--- src/rtl/refsq_pkg.sv ---
package refsq_pkg;
  typedef struct packed {
    logic start;
    logic rasOnly;
  } refStrobe_t;

  typedef enum logic [1:0] {PH_IDLE, PH_LEAD, PH_LOW, PH_PRE} cyclePhase_t;
  typedef enum logic [1:0] {ST_PAUSE, ST_WARM, ST_RUN} seqState_t;
endpackage

--- src/rtl/refsq_shaper.sv ---
module refsq_shaper
  import refsq_pkg::*;
#(
  parameter int CAS_LEAD = 1,
  parameter int RAS_LOW  = 5,
  parameter int RAS_PRE  = 3,
  parameter int ROW_W    = 10
) (
  input  logic             clk,
  input  logic             rstN,
  input  refStrobe_t       strobe,
  output logic             dpIdle,
  output logic             rasActive,
  output logic             ramRasN,
  output logic             ramCasN,
  output logic [ROW_W-1:0] ramAddr,
  output logic             addrDrive
);
  localparam int MAX_PH = (CAS_LEAD > RAS_LOW) ?
                          ((CAS_LEAD > RAS_PRE) ? CAS_LEAD : RAS_PRE) :
                          ((RAS_LOW > RAS_PRE) ? RAS_LOW : RAS_PRE);
  localparam int CW = $clog2(MAX_PH + 1);
  localparam logic [CW-1:0] LEAD_LAST = CW'(CAS_LEAD - 1);
  localparam logic [CW-1:0] LOW_LAST  = CW'(RAS_LOW - 1);
  localparam logic [CW-1:0] PRE_LAST  = CW'(RAS_PRE - 1);

  cyclePhase_t      phase;
  logic [CW-1:0]    cnt;
  logic [ROW_W-1:0] rowQ;
  logic             rasOnlyQ;

  always_ff @(posedge clk or negedge rstN) begin
    if (!rstN) begin
      phase    <= PH_IDLE;
      cnt      <= '0;
      rowQ     <= '0;
      rasOnlyQ <= 1'b0;
    end else begin
      unique case (phase)
        PH_IDLE: if (strobe.start) begin
          phase    <= PH_LEAD;
          cnt      <= LEAD_LAST;
          rasOnlyQ <= strobe.rasOnly;
        end
        PH_LEAD: if (cnt == '0) begin
          phase <= PH_LOW;
          cnt   <= LOW_LAST;
        end else cnt <= cnt - 1'b1;
        PH_LOW: if (cnt == '0) begin
          phase <= PH_PRE;
          cnt   <= PRE_LAST;
        end else cnt <= cnt - 1'b1;
        default: if (cnt == '0) begin
          phase <= PH_IDLE;
          if (rasOnlyQ) rowQ <= rowQ + 1'b1;
        end else cnt <= cnt - 1'b1;
      endcase
    end
  end

  assign dpIdle    = (phase == PH_IDLE);
  assign rasActive = (phase == PH_LOW);
  assign ramRasN   = ~rasActive;
  assign ramCasN   = ~(~rasOnlyQ & ((phase == PH_LEAD) | (phase == PH_LOW)));
  assign addrDrive = rasOnlyQ & ((phase == PH_LEAD) | (phase == PH_LOW));
  assign ramAddr   = rowQ;

  // column strobe is already low in the cycle before the row strobe falls
  assert_cas_first_R7: assert property (@(posedge clk) disable iff (!rstN)
    ($fell(ramRasN) && !ramCasN) |-> !$past(ramCasN));
  // refresh row address holds still while the row strobe is low
  assert_row_stable_R8: assert property (@(posedge clk) disable iff (!rstN)
    (!ramRasN && !$past(ramRasN)) |-> $stable(ramAddr));
  // a row strobe rise is followed by at least one more high cycle
  assert_precharge_R6: assert property (@(posedge clk) disable iff (!rstN)
    $rose(ramRasN) |=> ramRasN);
endmodule

--- src/rtl/refsq_ctrl.sv ---
module refsq_ctrl
  import refsq_pkg::*;
#(
  parameter int PAUSE_CYC    = 50000,
  parameter int WARM_CNT     = 8,
  parameter int REF_INTERVAL = 1560,
  parameter int REQ_MARGIN   = 64,
  parameter int MAX_BACKLOG  = 8,
  parameter int IDLE_LIMIT   = 1640000
) (
  input  logic       clk,
  input  logic       rstN,
  input  logic       modeRasOnly,
  input  logic       refGrant,
  input  logic       extRasActive,
  input  logic       dpIdle,
  input  logic       rasActive,
  output refStrobe_t strobe,
  output logic       refReq,
  output logic       memReady,
  output logic       backlogErr
);
  localparam int PW = $clog2(PAUSE_CYC + 1);
  localparam int WW = $clog2(WARM_CNT + 1);
  localparam int TW = $clog2(REF_INTERVAL + 1);
  localparam int BW = $clog2(MAX_BACKLOG + 1);
  localparam int IW = $clog2(IDLE_LIMIT + 1);
  localparam logic [PW-1:0] PAUSE_LAST  = PW'(PAUSE_CYC - 1);
  localparam logic [WW-1:0] WARM_INIT   = WW'(WARM_CNT);
  localparam logic [TW-1:0] TIMER_LAST  = TW'(REF_INTERVAL - 1);
  localparam logic [TW-1:0] REQ_AT      = TW'(REF_INTERVAL - REQ_MARGIN);
  localparam logic [BW-1:0] BACKLOG_MAX = BW'(MAX_BACKLOG);
  localparam logic [IW-1:0] IDLE_LAST   = IW'(IDLE_LIMIT - 1);

  seqState_t     state;
  logic [PW-1:0] pauseCnt;
  logic [WW-1:0] warmLeft;
  logic [TW-1:0] timer;
  logic [BW-1:0] pending;
  logic [IW-1:0] idleCnt;
  logic          errQ;
  logic          wrap, needCycle, takeOne, addOne, rasSeen;

  assign wrap      = (state != ST_PAUSE) && (timer == TIMER_LAST);
  assign needCycle = (state == ST_WARM) ? (warmLeft != '0)
                                        : ((state == ST_RUN) && (pending != '0));
  assign strobe.start   = (state != ST_PAUSE) && needCycle && refGrant && dpIdle;
  assign strobe.rasOnly = modeRasOnly;
  assign takeOne   = strobe.start && (state == ST_RUN);
  assign addOne    = wrap && ((pending != BACKLOG_MAX) || takeOne);
  assign rasSeen   = rasActive || extRasActive;

  always_ff @(posedge clk or negedge rstN) begin
    if (!rstN) begin
      state    <= ST_PAUSE;
      pauseCnt <= '0;
      warmLeft <= '0;
      timer    <= '0;
      pending  <= '0;
      idleCnt  <= '0;
      errQ     <= 1'b0;
    end else begin
      unique case (state)
        ST_PAUSE: if (pauseCnt == PAUSE_LAST) begin
          state    <= ST_WARM;
          warmLeft <= WARM_INIT;
        end else pauseCnt <= pauseCnt + 1'b1;
        ST_WARM: begin
          if (strobe.start) warmLeft <= warmLeft - 1'b1;
          else if ((warmLeft == '0) && dpIdle) begin
            state   <= ST_RUN;
            idleCnt <= '0;
          end
        end
        default: begin
          if (rasSeen) idleCnt <= '0;
          else if (idleCnt == IDLE_LAST) begin
            state    <= ST_WARM;
            warmLeft <= WARM_INIT;
            idleCnt  <= '0;
          end else idleCnt <= idleCnt + 1'b1;
        end
      endcase
      if (state != ST_PAUSE) timer <= wrap ? '0 : timer + 1'b1;
      pending <= pending + BW'(addOne) - BW'(takeOne);
      if (wrap && (pending == BACKLOG_MAX) && !takeOne) errQ <= 1'b1;
    end
  end

  assign refReq     = (state != ST_PAUSE) &&
                      (needCycle || !dpIdle || ((state == ST_RUN) && (timer >= REQ_AT)));
  assign memReady   = (state == ST_RUN);
  assign backlogErr = errQ;

  // no refresh cycle is under way during the power-up pause
  assert_quiet_pause_R2: assert property (@(posedge clk) disable iff (!rstN)
    (state == ST_PAUSE) |-> dpIdle);
  // the held-refresh count never passes its limit
  assert_no_overflow_R10: assert property (@(posedge clk) disable iff (!rstN)
    pending <= BACKLOG_MAX);
  // the backlog error stays set once raised
  assert_err_sticky_R11: assert property (@(posedge clk) disable iff (!rstN)
    $past(errQ) |-> errQ);
endmodule

--- src/rtl/refresh_sequencer.sv ---
module refresh_sequencer
  import refsq_pkg::*;
#(
  parameter int PAUSE_CYC    = 50000,
  parameter int WARM_CNT     = 8,
  parameter int REF_INTERVAL = 1560,
  parameter int REQ_MARGIN   = 64,
  parameter int MAX_BACKLOG  = 8,
  parameter int IDLE_LIMIT   = 1640000,
  parameter int CAS_LEAD     = 1,
  parameter int RAS_LOW      = 5,
  parameter int RAS_PRE      = 3,
  parameter int ROW_W        = 10
) (
  input  logic             clk,
  input  logic             rstN,
  input  logic             modeRasOnly,
  input  logic             refGrant,
  input  logic             extRasActive,
  output logic             refReq,
  output logic             memReady,
  output logic             backlogErr,
  output logic             ramRasN,
  output logic             ramCasN,
  output logic             ramWeN,
  output logic [ROW_W-1:0] ramAddr,
  output logic             addrDrive
);
  refStrobe_t strobe;
  logic       dpIdle, rasActive;

  refsq_ctrl #(
    .PAUSE_CYC(PAUSE_CYC), .WARM_CNT(WARM_CNT), .REF_INTERVAL(REF_INTERVAL),
    .REQ_MARGIN(REQ_MARGIN), .MAX_BACKLOG(MAX_BACKLOG), .IDLE_LIMIT(IDLE_LIMIT)
  ) uCtrl (
    .clk(clk), .rstN(rstN), .modeRasOnly(modeRasOnly), .refGrant(refGrant),
    .extRasActive(extRasActive), .dpIdle(dpIdle), .rasActive(rasActive),
    .strobe(strobe), .refReq(refReq), .memReady(memReady), .backlogErr(backlogErr)
  );

  refsq_shaper #(
    .CAS_LEAD(CAS_LEAD), .RAS_LOW(RAS_LOW), .RAS_PRE(RAS_PRE), .ROW_W(ROW_W)
  ) uShaper (
    .clk(clk), .rstN(rstN), .strobe(strobe), .dpIdle(dpIdle), .rasActive(rasActive),
    .ramRasN(ramRasN), .ramCasN(ramCasN), .ramAddr(ramAddr), .addrDrive(addrDrive)
  );

  assign ramWeN = 1'b1;
endmodule

--- config.mk ---
export PLATFORM = sky130hd
export DESIGN_NAME = refresh_sequencer
export DESIGN_NICKNAME = d
export VERILOG_FILES = /design/src/rtl/refsq_pkg.sv /design/src/rtl/refsq_shaper.sv /design/src/rtl/refsq_ctrl.sv /design/src/rtl/refresh_sequencer.sv
export SDC_FILE = /design/constraint.sdc
export NUM_CORES = 1
export LEC_CHECK = 0
export ABC_AREA = 0
export BUFFER_PORTS_ARGS = -buffer_cell sky130_fd_sc_hd__buf_2
export CELL_PAD_IN_SITES_DETAIL_PLACEMENT = 0
export CELL_PAD_IN_SITES_GLOBAL_PLACEMENT = 1
export CORE_MARGIN = 10
export CORE_UTILIZATION = 38
export DETAILED_ROUTE_END_ITERATION = 8
export PLACE_DENSITY_LB_ADDON = 0.12
export SYNTH_ARGS = -nofsm -noshare
export SYNTH_HDL_FRONTEND = slang
export SYNTH_HIERARCHICAL = 1
export SYNTH_SLANG_ARGS = --single-unit
--- constraint.sdc ---
create_clock -name clk -period 2.7 [get_ports clk]
set_input_delay 0.405 -clock clk [delete_from_list [all_inputs] [get_ports clk]]
set_output_delay 0.405 -clock clk [all_outputs]
set_load 0.005 [all_outputs]
After elaboration in Yosys (flattened, before gate mapping)
Cells that the tools add are included.
- flip-flop bits (word level): 75
- input bits: 5
- output and inout port bits: 17
- word-level logic and storage cells: 111
- add/subtract/negate cells: 8
- order comparisons: 1
- equal/unequal tests: 18
- muxes and demuxes: 28
- bitwise logic cells: 9
- reductions and logical operators: 36
- operators by type and width (kind ; number):
    $mux 21 ; 4
    $pmux 21 s2 ; 1
    $add 21x1->21 const B ; 1
    $eq 21x21->1 const B ; 1
    $mux 2 ; 9
    $add 16x1->16 const B ; 1
    $eq 16x16->1 const B ; 1
    $mux 4 ; 4
    $logic_and 1x1->1 ; 12
    $mux 3 ; 4
    $add 11x1->11 const B ; 1
    $eq 11x11->1 const B ; 1
    $ge 11x11->1 const B ; 1
    $mux 11 ; 1
    $add 10x1->10 const B ; 1
    $pmux 3 s3 ; 1
    $ne 2x1->1 const B ; 4
    $ne 4x4->1 const B ; 2
    $pmux 4 s2 ; 1
    $reduce_and 4->1 ; 2
    $reduce_bool 4->1 ; 2
    $ne 2x2->1 const B ; 3
    $not 1->1 ; 6
    $pmux 2 s3 ; 1
    other kinds (23) ; 35

Longest topological paths before layout
- depth after elaboration: 11
- depth in mapped cells: 11
- depth with buffers taken out: 11

Cells and area by module
Netlist, hierarchy kept.
- modules (own cells, without submodules) (module ; instances ; cells each ; area each (µm²) ; sequential area each (µm²)):
    refsq_ctrl ; 1 ; 320 ; 3155.5 ; 1476.4
    refsq_shaper ; 1 ; 82 ; 899.6 ; 400.4
    refresh_sequencer ; 1 ; 2 ; 11.3 ; 0.0

Worst setup path before layout
OpenSTA, ideal clock, no wires.
- path kind: register -> register
- from: register uCtrl.timer[5]
- to: register uCtrl.pending[2]
- library setup time: 0.123 ns
- arrival: 2.406 ns
- data required time: 2.577 ns
- setup slack: 0.172 ns
- cell stages (with the launch flop): 8
- path buffers: 0
- period minus slack after synthesis: 2.528 ns
- cell sequence: dfrtp_1 or4b_2 nor3_2 nand2b_1 o21ai_0 ha_1 fa_1 xor2_1
- word-level cells in the longest chain between the ends: 5
- RTL lines (element ; line ; RTL):
    start: declaration ; refsq_ctrl.sv:38 ; logic [TW-1:0] timer;
    start signal: assignment ; refsq_ctrl.sv:84 ; if (state != ST_PAUSE) timer <= wrap ? '0 : timer + 1'b1;
    $eq 11x11->1 ; refsq_ctrl.sv:44 ; assign wrap = (state != ST_PAUSE) && (timer == TIMER_LAST);
    $logic_and 1x1->1 ; refsq_ctrl.sv:44 ;
    $logic_and 1x1->1 ; refsq_ctrl.sv:50 ; assign addOne = wrap && ((pending != BACKLOG_MAX) || takeOne);
    $add 4x1->4 ; refsq_ctrl.sv:85 ; pending <= pending + BW'(addOne) - BW'(takeOne);
    $sub 4x1->4 ; refsq_ctrl.sv:85 ;
    end signal: assignment ; refsq_ctrl.sv:85 ;
    end: declaration ; refsq_ctrl.sv:39 ; logic [BW-1:0] pending;
Every way passes these cells.
A chain may end at the register's enable or synchronous reset.

Worst setup path after layout
- from: register uCtrl.pending[2]
- to: register uCtrl.pending[2]
- word-level cells in the longest chain between the ends: 11
- elaborated cells on any way between the ends: 12
- classes of those cells: add/sub: 2; eq/ne: 1; mux: 1; reduce/logical: 8
- RTL lines (element ; line ; RTL):
    $reduce_bool 4->1 ; refsq_ctrl.sv:46 ; : ((state == ST_RUN) && (pending != '0));
    $logic_and 1x1->1 ; refsq_ctrl.sv:46 ;
    $mux 1 ; refsq_ctrl.sv:45 ; assign needCycle = (state == ST_WARM) ? (warmLeft != '0)
    $logic_and 1x1->1 (3 in a row) ; refsq_ctrl.sv:47 ; assign strobe.start = (state != ST_PAUSE) && needCycle && refGrant && dpIdle;
    $logic_and 1x1->1 ; refsq_ctrl.sv:49 ; assign takeOne = strobe.start && (state == ST_RUN);
    $logic_or 1x1->1 ; refsq_ctrl.sv:50 ;
    $logic_and 1x1->1 ; refsq_ctrl.sv:50 ;
    $add 4x1->4 ; refsq_ctrl.sv:85 ;
    $sub 4x1->4 (*) ; refsq_ctrl.sv:85 ;
Every way passes the cells marked *; elsewhere a longest branch is shown, timed or not.

==> flow_summary.ini <==
[final_layout]
final_util_pct = 44.0
syn_to_final_growth_pct = 12.3
fill_cells = 1016
seqCellArea_um2 = 1880
multiInputGateArea_um2 = 2070
design_area_um2 = 4570
diodes = 0
nNetsFinal = 459
drive_gt1_share_pct = 15.5
fin_cells = 575

[cts]
cts_hold_buf = 0
cts_tree = done
cts.sinks = 75
htree_levels = 3
clk-insertion-delay-late_ns = 0.35
post_cts_buffers = 0
cts_max_path_buffers = 2
clkTransAtPathRegs_ns = 0.08
ctsRootBufferMaster = clkbuf_8
cts_resized = 0
cts_buffers = 9

[detailed_routing]
via_per_inst = 5.26
drt_iter0_drc = 168
routedLengthMet1_um = 4010
drtAntennaViolNets = 0
dr_wl_met2_um = 3690
wirelength_um = 8310
vias = 3026
wl_per_cell_um = 14.4
routed-wl-met3_um = 511
dr.pass1.iters = 4
drc = 0
top_layer = met4

[power_and_ir_drop]
cellLeakagePower_nw = 2.06
power.total_mw = 3.11
power_density_nw_per_um2 = 680
vdd.ir_drop.worst_v = 0.000412

[sta]
post-route-min-period_ns = 2.53
hold_ws_ns = 0.0765
slew-limit-headroom_pct = 37.6
clock_skew_ns = 0.00783
rsz0062_at_grt = false
clock.fmax_mhz = 395
setup_viol = 0
final.setup.tns_ns = 0
worstMarginPinSlew_ns = 0.935
slew_viol_final = 0
worst_slack_ns = 0.167
hold_viol = 0
period_share_pct = 93.8

[placed_design]
dp_worst_setup_slack_ns = 0.174
io_buffers = 20
dp.cells = 559
placed_cell_area_um2 = 4370
hpwl_um = 5720
place_congestion = 0.820

[worst_setup_path]
crit_path_max_incr_delay_ns = 0.44
crit_required_ns = 2.94
crit_chain = inv_1, ha_1, or3b_2, a2bb2oi_1, nor4_1, nand2b_1, o21ai_0, ha_1, fa_1, xor2_1
critPathTopFamily = adder cells
path_buf_inv = 1
cp_common_cell = ha_1
critPathMaxFanout = 3
worstSetupPathType = reg -> reg
cp.arrival_ns = 2.77
start_kind = flip-flop
end_kind = flip-flop
critPathSlowestCell = or3b_2

[outcome]
status = finished, final reports clean

[die]
initial_core_util_pct = 39.2
die_h_um = 123
pin_count = 22
dieArea_um2 = 15200
core-area_um2 = 10400
num_rows = 37
chipWidth_um = 123

[logic_synthesis]
ys_async_sr_fraction_pct = 100
synth_area_um2 = 4070
yosys.area.top_type = dfrtp_1
syn_nets = 429
yosysSeqAreaShare_pct = 46.2
yosysWarnings = 6
synthTopCellsByArea = dfrtp_1 46%, ha_1 5.8%, xnor2_1 4.7%
netlist-cell-type-count = 58
synth-seq-cells = 75
synth_enable_flop_cells = 0
avgSynthCellArea_um2 = 10.1
synthDominantCellAreaShare_pct = 46.2
syn_inst = 404
synth_ff_type = dfrtp_1

[global_routing]
grt_usage_pct = 11.5
grt-ovfl-total = 0
grt_antenna_before_repair = 0
grt_pass1_vias = 2904
grt_pass1_wl_um = 14100
grt_max_degree = 76

[hold_path]
hp-class = in -> async

[run]
maxCapViolations = 0
[kinds of logic after synthesis]
group	synth area share (%)
other	0.0922
AND/OR/NAND/NOR	22.0
multiplexers	1.88
buffers and inverters	2.98
flip-flops	46.2
adder cells (fa/ha/maj)	6.34
XOR/XNOR	7.97
AO/OA/AOI/OAI	12.6
[layout make-up]
| cell class | count | share of cell area, % |
|---|---|---|
| repair buffers | 30 | 4.16 |
| clock inverters | 5 | 1.15 |
| clock buffers | 11 | 3.10 |
| flip-flops and latches | 75 | 41.1 |
| well taps | 136 | 3.73 |
| inverters | 17 | 1.40 |
| multi-input cells | 301 | 45.4 |
[flip-flops by register name (all words and copies together) (netlist names), 2 cells and up]
| register | flops |
|---|---|
| uShaper/ramAddr | 10 |
| uCtrl/pending | 4 |
| uShaper/phase | 2 |
| uCtrl/pauseCnt | 16 |
| uCtrl/warmLeft | 4 |
| uCtrl/idleCnt | 21 |
| uCtrl/timer | 11 |
| uShaper/cnt | 3 |
| uCtrl/state | 2 |
[cells in the mapped netlist (7+ instances only)]
| cell | number |
|---|---|
| and3_1 | 7 |
| xor2_1 | 15 |
| a21oi_1 | 18 |
| buf_2 | 7 |
| nor3_1 | 10 |
| xnor2_1 | 22 |
| a31oi_1 | 20 |
| o21ai_0 | 14 |
| nand2_1 | 44 |
| inv_1 | 17 |
| nand2b_1 | 8 |
| ha_1 | 19 |
| nand3_1 | 22 |
| nor2_1 | 19 |
| nand4_1 | 9 |
| dfrtp_1 | 75 |
[per-layer routing]
metal	vias up	global-route usage [%]
met5	-	0
met3	5	3.14
met1	1472	15.6
met2	48	17.2
li1	1501	-
met4	0	4.37
[path summary, 6_finish.rpt]
path	startpoint	endpoint	slack, ns	depth (start not counted)
worst max-delay path	uCtrl/pending[2]	uCtrl/pending[2]	0.17	10
worst min-delay path	rstN	uCtrl/pauseCnt[11]	0.08	2
worst max register to register	uCtrl/pending[2]	uCtrl/pending[2]	0.17	10
worst min register to register	uShaper/ramAddr[9]	uShaper/ramAddr[9]	0.46	1
max in group asynchronous	rstN	uCtrl/idleCnt[2]	2.31	2
min in group clk	modeRasOnly	uShaper/rasOnlyQ	0.29	2
[report_power, final]
part / internal [mW] / switching [mW] / leakage, nW
Clock: 0.448 / 0.422 / 0.0991
Sequential: 1.23 / 0.0956 / 1.00
Combinational: 0.401 / 0.506 / 0.963
Total: 2.08 / 1.02 / 2.06
[layout by cell type, fill, tap and decap left out, types with 7 or more instances in the layout]
| cell type | count |
|---|---|
| buf_4 | 10 |
| buf_2 | 19 |
| clkbuf_8 | 10 |
| inv_1 | 17 |
| nor2_1 | 19 |
| nand3_1 | 22 |
| and3_1 | 7 |
| nor3_1 | 10 |
| o21ai_0 | 14 |
| xor2_1 | 15 |
| a21oi_1 | 17 |
| nand4_1 | 9 |
| nand2b_1 | 8 |
| nand2_1 | 44 |
| dfrtp_1 | 75 |
| xnor2_1 | 22 |
| ha_1 | 19 |
| a31oi_1 | 20 |
(Power assumes the default switching activity.)
